--- src/rtl/hb_pkg.sv ---
package hb_pkg;

    typedef enum logic [2:0] {
        ST_FAULT    = 3'd0,
        ST_DISABLED = 3'd1,
        ST_STANDBY  = 3'd2,
        ST_WAKING   = 3'd3,
        ST_FPWM     = 3'd4,
        ST_SKIP     = 3'd5
    } hb_state_t;

    localparam logic [1:0] LVL_LOW  = 2'b00;
    localparam logic [1:0] LVL_HIGH = 2'b10;

    function automatic logic lvl_is_mid(input logic [1:0] l);
        return (l != LVL_LOW) && (l != LVL_HIGH);
    endfunction

endpackage

--- src/rtl/hb_sync.sv ---
module hb_sync #(
    parameter int W      = 1,
    parameter int STAGES = 2,
    parameter logic [W-1:0] RST_VAL = '0
) (
    input  logic         clk,
    input  logic         rst_n,
    input  logic [W-1:0] d,
    output logic [W-1:0] q
);
    logic [W-1:0] chain [STAGES];

    always_ff @(posedge clk or negedge rst_n) begin
        if (!rst_n) begin
            for (int i = 0; i < STAGES; i++) chain[i] <= RST_VAL;
        end else begin
            chain[0] <= d;
            for (int i = 1; i < STAGES; i++) chain[i] <= chain[i-1];
        end
    end

    assign q = chain[STAGES-1];
endmodule

--- src/rtl/hb_hold_timer.sv ---
module hb_hold_timer #(
    parameter int LIMIT = 4
) (
    input  logic clk,
    input  logic rst_n,
    input  logic cond,
    output logic done
);
    localparam int CW = $clog2(LIMIT + 1);
    localparam logic [CW-1:0] LIM = CW'(LIMIT);

    logic [CW-1:0] cnt;

    always_ff @(posedge clk or negedge rst_n) begin
        if (!rst_n)       cnt <= '0;
        else if (!cond)   cnt <= '0;
        else if (cnt != LIM) cnt <= cnt + 1'b1;
    end

    assign done = (cnt == LIM);
endmodule

--- src/rtl/hb_gate_ctrl.sv ---
module hb_gate_ctrl #(
    parameter int DEAD_MIN_CYC = 2
) (
    input  logic clk,
    input  logic rst_n,
    input  logic req_hs,
    input  logic req_ls,
    input  logic hs_off,
    input  logic ls_off,
    output logic hs_en,
    output logic ls_en
);
    logic both_low;
    logic dead_done;
    logic hs_en_n;
    logic ls_en_n;

    assign both_low = !hs_en && !ls_en;

    hb_hold_timer #(.LIMIT(DEAD_MIN_CYC)) u_dead (
        .clk  (clk),
        .rst_n(rst_n),
        .cond (both_low),
        .done (dead_done)
    );

    always_comb begin
        hs_en_n = req_hs && !req_ls && (hs_en || (!ls_en && ls_off && dead_done));
        ls_en_n = req_ls && !req_hs && (ls_en || (!hs_en && hs_off && dead_done));
    end

    always_ff @(posedge clk or negedge rst_n) begin
        if (!rst_n) begin
            hs_en <= 1'b0;
            ls_en <= 1'b0;
        end else begin
            hs_en <= hs_en_n;
            ls_en <= ls_en_n;
        end
    end

    // independent gap counter for the dead-time check
    localparam int GW = $clog2(DEAD_MIN_CYC + 2);
    logic [GW-1:0] gap_cnt;
    always_ff @(posedge clk or negedge rst_n) begin
        if (!rst_n) gap_cnt <= GW'(DEAD_MIN_CYC);
        else if (hs_en || ls_en) gap_cnt <= '0;
        else if (gap_cnt < GW'(DEAD_MIN_CYC)) gap_cnt <= gap_cnt + 1'b1;
    end

    AST_NO_OVERLAP: assert property (@(posedge clk) disable iff (!rst_n)
        !(hs_en && ls_en));
    AST_HS_AFTER_LS_OFF: assert property (@(posedge clk) disable iff (!rst_n)
        $rose(hs_en) |-> $past(ls_off && !ls_en));
    AST_LS_AFTER_HS_OFF: assert property (@(posedge clk) disable iff (!rst_n)
        $rose(ls_en) |-> $past(hs_off && !hs_en));
    AST_DEAD_MIN: assert property (@(posedge clk) disable iff (!rst_n)
        ($rose(hs_en) || $rose(ls_en)) |-> $past(gap_cnt) >= GW'(DEAD_MIN_CYC));
endmodule

--- src/rtl/hb_phase_seq.sv ---
module hb_phase_seq
    import hb_pkg::*;
#(
    parameter int MID_HOLD_CYC = 32,
    parameter int SBY_HOLD_CYC = 100,
    parameter int ZC_BLANK_CYC = 44,
    parameter int DEAD_MIN_CYC = 2,
    parameter int WAKE_CYC     = 2500,
    parameter int SYNC_STAGES  = 2
) (
    input  logic       clk,
    input  logic       rst_n,
    input  logic [1:0] pwm_lvl,
    input  logic [1:0] mode_lvl,
    input  logic       hs_off_fb,
    input  logic       ls_off_fb,
    input  logic       zc_flag,
    input  logic       uv_flag,
    input  logic       ot_flag,
    output logic       hs_en,
    output logic       ls_en,
    output logic [2:0] state_o
);
    localparam int NIN  = 9;
    localparam int NTMR = 4;
    localparam int TMR_MID   = 0;
    localparam int TMR_SBY   = 1;
    localparam int TMR_BLANK = 2;
    localparam int TMR_WAKE  = 3;
    localparam int TMR_LIM [NTMR] = '{MID_HOLD_CYC, SBY_HOLD_CYC, ZC_BLANK_CYC, WAKE_CYC};
    // reset view: command and mode midlevel, faults asserted
    localparam logic [NIN-1:0] SYNC_RST = 9'b01_01_0_0_0_1_1;

    logic [NIN-1:0] raw_in, syn_in;
    logic [1:0] s_pwm, s_mode;
    logic s_hs_off, s_ls_off, s_zc, s_uv, s_ot;

    assign raw_in = {pwm_lvl, mode_lvl, hs_off_fb, ls_off_fb, zc_flag, uv_flag, ot_flag};

    hb_sync #(.W(NIN), .STAGES(SYNC_STAGES), .RST_VAL(SYNC_RST)) u_sync (
        .clk(clk), .rst_n(rst_n), .d(raw_in), .q(syn_in)
    );

    assign {s_pwm, s_mode, s_hs_off, s_ls_off, s_zc, s_uv, s_ot} = syn_in;

    hb_state_t st, st_nx;
    logic pwm_hi, pwm_lo, pwm_mid, mode_hi, mode_lo, mode_mid, fault;
    logic skip_sel, skip_nx, cmd_hi_last, cmd_hi, zc_hit, zc_hit_nx;
    logic req_hs, req_ls;
    hb_state_t run_st;
    logic [NTMR-1:0] tmr_cond, tmr_done;

    assign pwm_hi   = (s_pwm == LVL_HIGH);
    assign pwm_lo   = (s_pwm == LVL_LOW);
    assign pwm_mid  = lvl_is_mid(s_pwm);
    assign mode_hi  = (s_mode == LVL_HIGH);
    assign mode_lo  = (s_mode == LVL_LOW);
    assign mode_mid = lvl_is_mid(s_mode);
    assign fault    = s_uv || s_ot;

    assign skip_nx = mode_lo ? 1'b1 : (mode_hi ? 1'b0 : skip_sel);
    assign run_st  = skip_nx ? ST_SKIP : ST_FPWM;
    assign cmd_hi  = pwm_hi || (pwm_mid && cmd_hi_last);

    assign tmr_cond[TMR_MID]   = pwm_mid;
    assign tmr_cond[TMR_SBY]   = mode_mid;
    assign tmr_cond[TMR_BLANK] = (st == ST_SKIP) && pwm_lo;
    assign tmr_cond[TMR_WAKE]  = (st == ST_WAKING);

    generate
        for (genvar k = 0; k < NTMR; k++) begin : g_tmr
            hb_hold_timer #(.LIMIT(TMR_LIM[k])) u_tmr (
                .clk(clk), .rst_n(rst_n), .cond(tmr_cond[k]), .done(tmr_done[k])
            );
        end
    endgenerate

    // next-state process
    always_comb begin
        st_nx = st;
        if (fault) begin
            st_nx = ST_FAULT;
        end else begin
            unique case (st)
                ST_FAULT:    st_nx = tmr_done[TMR_SBY] ? ST_STANDBY : run_st;
                ST_FPWM,
                ST_SKIP: begin
                    if (tmr_done[TMR_SBY])      st_nx = ST_STANDBY;
                    else if (tmr_done[TMR_MID]) st_nx = ST_DISABLED;
                    else                        st_nx = run_st;
                end
                ST_DISABLED: begin
                    if (tmr_done[TMR_SBY])      st_nx = ST_STANDBY;
                    else if (!pwm_mid)          st_nx = run_st;
                end
                ST_STANDBY:  if (!mode_mid && !pwm_mid) st_nx = ST_WAKING;
                ST_WAKING: begin
                    if (mode_mid)               st_nx = ST_STANDBY;
                    else if (tmr_done[TMR_WAKE]) st_nx = run_st;
                end
                default:     st_nx = ST_FAULT;
            endcase
        end
    end

    always_comb begin
        if (st != ST_SKIP || pwm_hi)                      zc_hit_nx = 1'b0;
        else if (pwm_lo && tmr_done[TMR_BLANK] && s_zc)   zc_hit_nx = 1'b1;
        else                                              zc_hit_nx = zc_hit;
    end

    // state register
    always_ff @(posedge clk or negedge rst_n) begin
        if (!rst_n) begin
            st          <= ST_FAULT;
            skip_sel    <= 1'b0;
            cmd_hi_last <= 1'b0;
            zc_hit      <= 1'b0;
        end else begin
            st          <= st_nx;
            skip_sel    <= skip_nx;
            cmd_hi_last <= cmd_hi;
            zc_hit      <= zc_hit_nx;
        end
    end

    // output process
    always_comb begin
        req_hs = 1'b0;
        req_ls = 1'b0;
        unique case (st)
            ST_FPWM: begin
                req_hs = cmd_hi;
                req_ls = !cmd_hi;
            end
            ST_SKIP: begin
                req_hs = cmd_hi;
                req_ls = !cmd_hi && !zc_hit;
            end
            default: ;
        endcase
    end

    hb_gate_ctrl #(.DEAD_MIN_CYC(DEAD_MIN_CYC)) u_gate (
        .clk(clk), .rst_n(rst_n),
        .req_hs(req_hs), .req_ls(req_ls),
        .hs_off(s_hs_off), .ls_off(s_ls_off),
        .hs_en(hs_en), .ls_en(ls_en)
    );

    assign state_o = st;

    AST_FAULT_GATES_OFF: assert property (@(posedge clk) disable iff (!rst_n)
        (st == ST_FAULT) |=> (!hs_en && !ls_en));
    AST_STANDBY_GATES_OFF: assert property (@(posedge clk) disable iff (!rst_n)
        (st == ST_STANDBY) |=> (!hs_en && !ls_en));
    AST_WAKING_GATES_OFF: assert property (@(posedge clk) disable iff (!rst_n)
        (st == ST_WAKING) |=> (!hs_en && !ls_en));
    AST_DISABLED_GATES_OFF: assert property (@(posedge clk) disable iff (!rst_n)
        (st == ST_DISABLED) |=> (!hs_en && !ls_en));
    AST_ZC_HOLDS_LS_OFF: assert property (@(posedge clk) disable iff (!rst_n)
        (st == ST_SKIP && zc_hit && $past(zc_hit)) |-> !ls_en);
    AST_FAULT_WINS: assert property (@(posedge clk) disable iff (!rst_n)
        fault |=> (st == ST_FAULT));
endmodule

--- config.mk ---
export PLATFORM = sky130hd
export DESIGN_NAME = hb_phase_seq
export DESIGN_NICKNAME = d
export VERILOG_FILES = /design/src/rtl/hb_pkg.sv /design/src/rtl/hb_sync.sv /design/src/rtl/hb_hold_timer.sv /design/src/rtl/hb_gate_ctrl.sv /design/src/rtl/hb_phase_seq.sv
export SDC_FILE = /design/constraint.sdc
export NUM_CORES = 1
export LEC_CHECK = 0
export ABC_AREA = 1
export ABC_CLOCK_PERIOD_IN_PS = 1800
export BUFFER_PORTS_ARGS = -buffer_cell sky130_fd_sc_hd__buf_2
export CAP_MARGIN = 20
export CORE_UTILIZATION = 25
export CTS_CLUSTER_SIZE = 16
export DETAILED_ROUTE_END_ITERATION = 7
export SLEW_MARGIN = 25
export SYNTH_ARGS = -nofsm -noshare
export SYNTH_HDL_FRONTEND = slang
export SYNTH_SLANG_ARGS = --single-unit
--- constraint.sdc ---
create_clock -name clk -period 1.8 [get_ports clk]
set_input_delay 0.09 -clock clk [delete_from_list [all_inputs] [get_ports clk]]
set_output_delay 0.09 -clock clk [all_outputs]
set_load 0.01 [all_outputs]
==> results of run 1 <==
-- power breakdown --
part | total [mW] | switching, mW | internal (mW)
registers | 1.45 | 0.0495 | 1.40
clock network | 1.34 | 0.554 | 0.790
logic | 0.225 | 0.128 | 0.0968
-- routing by layer --
layer / GRT usage, % / routed length (um) / share of wire (%)
met1: 12.94 / 2474 / 49
met2: 16.18 / 2342 / 46
met3: 2.979 / 159 / 3.1
met4: 5.773 / 124 / 2.4
met5: 0 / 0 / 0
-- placed cells by master, fill, tap and decap left out, types with 5 or more instances in the layout --
cell type and count:
dfstp_2 8, nor3_1 7, ha_1 9, inv_1 40
nand2_1 59, dfrtp_1 51, a21oi_1 17, nand3_1 26
o21ai_1 8, inv_2 7, buf_2 15, nand4_1 5
xor2_1 5, nor2_1 32, dlygate4sd3_1 10, clkbuf_8 9
o21ai_0 13
-- area by class of cell --
type	count	area (um2)	share of cell area, %
Timing Repair Buffer	26	195.2	5.914
Sequential cell	59	1486	45.03
Clock buffer	9	123.9	3.753
Tap cell	136	170.2	5.155
Multi-Input combinational cell	202	1046	31.69
Inverter	48	180.2	5.459
Clock inverter	7	98.84	2.995
-- critical path: stages (launching register included) --
cell     delay [ps]
dfrtp_1         400
inv_1           100
ha_1            170
nand3_1          80
nor2_1          230
nor2_1           90
nand2_1          70
nand3_1          70
nand3_1         110
nand2_1          50
-- worst paths after layout --
| kind | start | endpoint | slack (ps) |
|---|---|---|---|
| min | rst_n | u_gate.u_dead.cnt[1] | 280 |
| max in group asynchronous | rst_n | u_sync.chain[17] | 920 |
| max reg2reg | g_tmr[1].u_tmr.cnt[0] | state_o[0] | 320 |
| min in group clk | u_sync.chain[15] | u_sync.q[6] | 350 |
| max | g_tmr[1].u_tmr.cnt[0] | state_o[0] | 320 |
| min reg2reg | u_sync.chain[15] | u_sync.q[6] | 350 |
-- sequential cells by signal (all words and copies together), names as in the netlist --
name and cells:
zc_hit 1, u_gate.u_dead.cnt 2, g_tmr.u_tmr.cnt 31, u_sync.chain 9, state_o 3, skip_sel 1, cmd_hi_last 1, u_sync.q 9
u_gate.ls_en 1, u_gate.hs_en 1
-- logic make-up after synthesis --
logic type,share of synthesized area (%)
compound gates,9.003
simple gates,23.49
buf+inv,7.495
xor+xnor,1.600
flops,54.30
fa+ha+maj,4.113
-- timing repair --
item / in CTS / in global routing
endpoints found under the hold margin: 26 / 0
gates resized for setup: 0 / 0
buffers inserted: 0 / 0
hold buffers: 10 / 0
==> flow_summary.toml, run 1 <==
[cells_and_area]
layout.nets = 366
stdcell_count = 487
fin_util_pct = 31.55
nFillCells = 1121
final_cell_area_um2 = 3301
drive_gt1_share_pct = 16.24
syn_to_final_growth_pct = 20.57
diodes = 0

[synth]
synth_seq_cells = 59
synth_area_leader_cell = "dfrtp_1"
ys_top_cells_by_area = "dfrtp_1 47%, nand2_1 8.1%, dfstp_2 7.7%"
synth.distinct_cells = 30
synth.most_common_cell = "nand2_1"
synth_edf_count = 0
syn-num-nets = 333
seq_area_frac_synth_pct = 54.30
synth_ff_type = "dfrtp_1"
synth_top_area_share_pct = 46.62
syn_inst = 313
async_reset_ff_share_pct = 100.0
yosysWarnings = 0
avgSynthCellArea_um2 = 8.746
ys_top_cells_by_count = "59 x nand2_1, 51 x dfrtp_1, 40 x inv_1"
mappedNetlistArea_um2 = 2738

[worst_setup_path]
critical_path_required_ps = 2030
critical_path_class = "flop to flop"
cp_max_fo = 3
cp.arrival_ps = 1710
critPathLaunchType = "flop"
end_kind = "flop"
rr_worst_depth = 9

[sta]
tightest_slew_ps = 573.1
slew_violations = 0
fin_skew_ps = 11.31
whs_ps = 282.8
tns_ps = 0
setup-violations-final = 0
finalHoldViolations = 0
finalWorstPathRequiredPeriod_ps = 1481
post-route-period-util_pct = 82.29
timing.fmax_ghz = 0.6751
grt_setup_unrepaired = "no"
fin_ws_ps = 318.8
slew_headroom_pct = 61.79

[status]
outcome = "finished clean"

[min_path]
min_path_type = "input port to asynchronous set/reset pin"

[grt]
first_global_vias = 2089
grt_usage_pct = 10.40
grt_pass1_wl_mm = 9.259
grt_overflow_total = 0
antenna_found_initial = 0
grt_max_degree = 35

[clock_network]
clock_latency_ps = 340
cts_made_buffers = 9
path_clk_slew_ps = 80
h-tree-depth = 3
clock-root-buffer = "clkbuf_8"
cts_tree = "done"
cts_sinks = 59
clk_path_buf_depth = 2

[detailed_routing]
wire_per_inst_um = 10.47
avgViaCountPerCell = 4.345
drtPass1Iterations = 4
drtIter0Drc = 93
routed_wl_mm = 5.100
ant_nets = 0
vias = 2116
drc = 0

[die]
coreArea_um2 = 10460
fp.dieH_um = 106.6
die_w_um = 106.6
initial_core_util_pct = 26.17
die_area_um2 = 11370
row_count = 37
pin_count = 16

[placement]
dp_hpwl_mm = 3.707
dp_cells = 461
io_buffers = 15
gp_congestion = 0.8349
pre_cts_slack_ps = 347.2
placed_cell_area_um2 = 2978

[power_and_ir_drop]
p_leak_nw = 1.507
ir_drop_v = 0.0005368
fin_total_pwr_mw = 3.016
pwr_density_cell_nw_per_um2 = 913.8

[run]
drv_cap = 0
No activity file was read; power rests on OpenSTA's default activity.
==> inputs of run 2 (changes only) <==
--- a/config.mk
+++ b/config.mk
@@ -5,8 +5,8 @@
 export SDC_FILE = /design/constraint.sdc
 export NUM_CORES = 1
 export LEC_CHECK = 0
-export ABC_AREA = 1
-export ABC_CLOCK_PERIOD_IN_PS = 1800
+export ABC_AREA = 0
+export ABC_CLOCK_PERIOD_IN_PS = 1300
 export BUFFER_PORTS_ARGS = -buffer_cell sky130_fd_sc_hd__buf_2
 export CAP_MARGIN = 20
 export CORE_UTILIZATION = 25
==> constraint.sdc (replaced) <==
create_clock -name clk -period 1.3 [get_ports clk]
set_input_delay 0.065 -clock clk [delete_from_list [all_inputs] [get_ports clk]]
set_output_delay 0.065 -clock clk [all_outputs]
set_load 0.01 [all_outputs]
==> flow_summary.toml, run 2 <==
[placement]
gp_congestion = 0.8277
placed_cell_area_um2 = 3182
io_buffers = 15
dp_hpwl_mm = 3.426

[synth]
syn-num-nets = 252
synth_area_leader_cell = "dfrtp_1"
async_reset_ff_share_pct = 100.0
synth_ff_type = "dfrtp_1"
synth_edf_count = 0
mappedNetlistArea_um2 = 2599
ys_top_cells_by_count = "51 x dfrtp_1, 35 x nor2_1, 14 x inv_1, 14 x nand2_1, 11 x xnor2_1"
syn_inst = 232
avgSynthCellArea_um2 = 11.20
synth.most_common_cell = "dfrtp_1"
seq_area_frac_synth_pct = 57.20
synth_top_area_share_pct = 49.11
ys_top_cells_by_area = "dfrtp_1 49%, dfstp_2 8.1%, nor2_1 5.1%"
yosysWarnings = 0
synth.distinct_cells = 40
synth_seq_cells = 59

[cells_and_area]
drive_gt1_share_pct = 46.93
layout.area.seq_um2 = 1486
layout_commonest_cell = "dfrtp_1"
diodes = 0
final_cell_area_um2 = 3870
top_register = "g_tmr.u_tmr.cnt"
mostFrequentLayoutCells = "51 x dfrtp_1, 46 x buf_4, 31 x nor2_1, 15 x buf_2, 12 x nand2_1"
syn_to_final_growth_pct = 48.92
layout.nets = 341
largest_reg_flops = 31
nFillCells = 958
multi_input_area_um2 = 1321

[clock_network]
clk_path_buf_depth = 2
cts_tree = "done"
h-tree-depth = 3
cts_sinks = 59
clock_latency_ps = 330
path_clk_slew_ps = 70
cts_made_buffers = 9
clock-root-buffer = "clkbuf_8"

[die]
fp.dieH_um = 104.0
die_area_um2 = 10810
row_count = 36
coreArea_um2 = 9910
initial_core_util_pct = 26.22
die_w_um = 104.0
pin_count = 16

[grt]
grt_pass1_wl_mm = 8.963
grt_usage_pct = 10.64
antenna_found_initial = 0
busiest_layer = "met2"
grt_overflow_total = 0
gr-usage-met3_pct = 4.135
grt_max_degree = 60
first_global_vias = 1971
grtUsageMet1_pct = 12.77
grtUsageMet2_pct = 16.62

[sta]
fin_ws_ps = -186.0
post-route-period-util_pct = 114.3
timing.fmax_ghz = 0.6730
tns_ps = -1859
finalWorstPathRequiredPeriod_ps = 1486
slew_headroom_pct = 77.13
grt_setup_unrepaired = "yes"
setup-violations-final = 19
finalHoldViolations = 0
slew_violations = 0
tightest_slew_ps = 341.7
fin_skew_ps = 7.832

[worst_setup_path]
cp_max_fo = 4
critPathLaunchType = "flop"
end_kind = "flop"
critical_path_class = "flop to flop"
critical_path_required_ps = 1520
path_cells = "inv_2, ha_4, and4bb_1, nand3_2, nor3b_4, o21ai_1, o21ai_2"
slowest_delay_ps = 430
cp_slowest_cell = "dfrtp_1"
cp.arrival_ps = 1710

[detailed_routing]
ant_nets = 0
vias = 1941
routed_wl_mm = 5.374
drtPass1Iterations = 4
avgViaCountPerCell = 4.229
wire_per_inst_um = 11.71
drc = 0
drtIter0Drc = 82

[power_and_ir_drop]
p_leak_nw = 1.696
ir_drop_v = 0.0005730
fin_total_pwr_mw = 4.094
pwr_density_cell_nw_per_um2 = 1058

[status]
violations = "setup timing"
outcome = "finished, violations left"

[min_path]
min_path_type = "input port to asynchronous set/reset pin"

[run]
drv_cap = 0
run 2: metal layers:
layer,vias up,share of wire (%),routed length (um)
met5,-,0,0
met4,0,1.2,65
met3,6,3.8,204
met2,28,51,2730
met1,943,44,2373
li1,964,-,-
run 2: final cells by class:
type / count / area share [%]
sequential: 59 / 38.41
multi-input combinational: 156 / 34.14
tap: 133 / 4.300
timing repair buffer: 81 / 16.59
clock buffer: 10 / 3.556
clock inverter: 6 / 1.649
inverter: 14 / 1.358
run 2: worst paths after layout:
check	startpoint	to	slack, ps	cells after the start
setup reg to reg	g_tmr[3].u_tmr.cnt[0]	state_o[0]	-190	7
setup / recovery	g_tmr[3].u_tmr.cnt[0]	state_o[0]	-190	7
hold reg to reg	u_sync.chain[13]	u_sync.q[4]	350	0
min in group clk	u_sync.chain[13]	u_sync.q[4]	350	0
hold / removal	rst_n	g_tmr[2].u_tmr.cnt[1]	270	3
max in group asynchronous	rst_n	u_sync.chain[10]	720	3
run 2: power breakdown:
| part | total (mW) | switching (mW) | internal (mW) |
|---|---|---|---|
| Combinational | 0.437 | 0.221 | 0.216 |
| Sequential | 1.99 | 0.0514 | 1.94 |
| Clock | 1.67 | 0.734 | 0.936 |
run 2: timing repair:
item	4_1_cts	5_1_grt
hold endpoints to repair	60	0
pin swaps	12	20
resized for setup	24	41
hold buffers	10	0
endpoints found under the setup margin	23	30
setup buffers	6	8
run 2: worst max-delay path: cells and delay by family (launching register included):
family          cells  cell delay [ps]
fa+ha+maj           1              110
buf+inv             1               90
flops               1              430
compound gates      2              240
simple gates        3              530
run 2: logic make-up (layout without fill, tap and decap cells):
group / Yosys count / in the layout / synth area share [%]
buffers and inverters: 17 / 111 / 2.792
xor gates and xnor gates: 21 / 21 / 7.077
adders and majority gates: 9 / 9 / 4.333
DFF: 59 / 59 / 57.20
muxes: 3 / 3 / 1.156
and+or+nand+nor: 95 / 95 / 21.28
AOI/OAI and AO/OA: 28 / 28 / 6.163
run 2: per-stage QoR:
step | hold slack (ps) | std cells | setup WS, ps | utilization [%]
floorplan | -230.6 | 232 | -145.5 | -
global placement | 94.22 | 420 | -131.6 | 32.11
detailed placement | 97.91 | 420 | -177.9 | 32.11
CTS | 258.4 | 452 | -147.1 | 36.50
global route | 284.8 | 459 | -288.7 | 39.05
finish | 267.1 | 459 | -186.0 | 39.05
==> inputs of run 3 (changes only) <==
--- a/config.mk
+++ b/config.mk
@@ -9,9 +9,11 @@
 export ABC_CLOCK_PERIOD_IN_PS = 1300
 export BUFFER_PORTS_ARGS = -buffer_cell sky130_fd_sc_hd__buf_2
 export CAP_MARGIN = 20
+export CORE_ASPECT_RATIO = 1.1
 export CORE_UTILIZATION = 25
 export CTS_CLUSTER_SIZE = 16
 export DETAILED_ROUTE_END_ITERATION = 7
+export REMOVE_ABC_BUFFERS = 1
 export SLEW_MARGIN = 25
 export SYNTH_ARGS = -nofsm -noshare
 export SYNTH_HDL_FRONTEND = slang
==> flow_summary.toml, run 3 (same netlist as run 2, synthesis figures left out) <==
[worst_setup_path]
path_cells = "inv_2, ha_4, and4bb_1, nand3_2, nor3b_2, o21ai_1, o21ai_1"
crit_top_cell = "o21ai_1"
critical_path_required_ps = 1520
cp_max_fo = 3
r2r_start = "g_tmr[3].u_tmr.cnt[1]"
rr_worst_depth = 7
critical_path_class = "flop to flop"
cp_slowest_cell = "dfrtp_1"
r2r_end = "state_o[0]"
end_kind = "flop"
cp.arrival_ps = 1720
slowest_delay_ps = 410
critPathLaunchType = "flop"
reg2reg_slack_ps = -200

[clock_network]
path_clk_slew_ps = 70
clock_latency_ps = 340
clock-root-buffer = "clkbuf_8"
cts_made_buffers = 9
clk_path_buf_depth = 2
h-tree-depth = 3
cts_tree = "done"
cts_sinks = 59

[power_and_ir_drop]
pwr_density_cell_nw_per_um2 = 1040
ir_drop_v = 0.0004831
p_leak_nw = 1.692

[detailed_routing]
ant_nets = 0
drtPass1Iterations = 4
avgViaCountPerCell = 4.366
drtIter0Drc = 58
routed_wl_mm = 5.386
drc = 0
wire_per_inst_um = 12.02
vias = 1956

[placement]
io_buffers = 15
gp_congestion = 0.7917
dp_hpwl_mm = 3.405
placed_cell_area_um2 = 3139

[cells_and_area]
layout.nets = 343
diodes = 0
final_cell_area_um2 = 3769
fin_util_pct = 37.74
mostFrequentLayoutCells = "51 x dfrtp_1, 50 x buf_4, 31 x nor2_1, 15 x buf_2"
largest_reg_flops = 31
syn_to_final_growth_pct = 45.02
nFillCells = 998
top_register = "g_tmr.u_tmr.cnt"
drive_gt1_share_pct = 45.12
multi_input_area_um2 = 1250
layout.area.seq_um2 = 1486
layout_commonest_cell = "dfrtp_1"

[grt]
grt_usage_pct = 10.98
grt_overflow_total = 0
first_global_vias = 1953
grt_pass1_wl_mm = 9.032
antenna_found_initial = 0
grt_max_degree = 60

[run]
drv_cap = 0

[sta]
timing.fmax_ghz = 0.6683
setup-violations-final = 20
slew_headroom_pct = 75.15
fin_skew_ps = 8.491
slew_violations = 0
finalWorstPathRequiredPeriod_ps = 1496
grt_setup_unrepaired = "yes"
post-route-period-util_pct = 115.1
tightest_slew_ps = 371.4
finalHoldViolations = 0
fin_ws_ps = -196.4

[die]
fp.dieH_um = 108.9
die_w_um = 99.21
initial_core_util_pct = 26.03
row_count = 38
die_area_um2 = 10810
pin_count = 16
coreArea_um2 = 9985

[status]
outcome = "finished, violations left"
violations = "setup timing"

[min_path]
min_path_type = "input port to asynchronous set/reset pin"
==> run 3: cell count changes in the layout (fill, tap and decap cells not counted), moves of 2 or more <==
cell	previous run	this run
xnor2_1	4	7
and4_4	2	0
xnor2_2	7	4
and4_1	0	2
buf_6	9	7
nor3b_2	0	2
buf_4	46	50
==> run 3: area by class of cell <==
type | instances | share of cell area, %
clock inverters | 4 | 0.6640
inverters | 14 | 1.394
clock buffers | 12 | 4.117
repair buffers | 83 | 17.23
well taps | 120 | 3.984
flip-flops and latches | 59 | 39.44
multi-input cells | 156 | 33.17
==> run 3: worst max-delay path: cells and delay by family, from the launching register on <==
family	cells	cell delay [ps]
simple gates	3	520
compound gates	2	250
flops	1	410
fa+ha+maj	1	120
buf+inv	1	90
==> run 3: report_power, final <==
part | switching, mW | internal [mW]
registers | 0.0511 | 1.94
clock network | 0.722 | 0.789
logic | 0.217 | 0.205
total | 0.990 | 2.93
==> run 3: worst max path at each step <==
| stage | start | to | depth (start not counted) |
|---|---|---|---|
| detailed placement | g_tmr[1].u_tmr.cnt[0] | g_tmr[1].u_tmr.cnt[1] | 7 |
| finish | g_tmr[3].u_tmr.cnt[1] | state_o[0] | 7 |
| CTS | g_tmr[1].u_tmr.cnt[0] | g_tmr[1].u_tmr.cnt[1] | 7 |
| global placement | g_tmr[1].u_tmr.cnt[0] | g_tmr[1].u_tmr.cnt[1] | 7 |
| global route | g_tmr[1].u_tmr.cnt[0] | state_o[1] | 8 |
| floorplan | g_tmr[1].u_tmr.cnt[0] | state_o[2] | 7 |
==> run 3: stage by stage <==
stage          worst slack, ps  setup TNS (ps)  instances  power, mW  hold WS [ps]
6_report                -196.4           -1661        448      3.921         245.9
5_1_grt                 -269.3           -3663        448      4.137         282.6
4_1_cts                 -208.5           -1647        440      3.963         277.3
3_5_place_dp            -216.5           -2217        407      2.381         93.77
3_3_place_gp            -171.8           -1542        407      2.363         106.7
2_1_floorplan           -219.7           -1122        229      2.218        -230.6
==> run 3: metal layers <==
metal | track usage, % | routed length (um) | up-vias
li1 | - | - | 965
met1 | 13.52 | 2393 | 962
met2 | 17.61 | 2743 | 20
met3 | 3.718 | 169 | 9
met4 | 4.727 | 80 | 0
met5 | 0 | 0 | -
==> run 3: repair_timing <==
action                                  4_1_cts  5_1_grt
pin swaps                                    19       20
hold buffers                                 10        0
buffers inserted                              7       10
endpoints found under the hold margin        60        0
resized for setup                            35       23
endpoints found under the setup margin       20       29
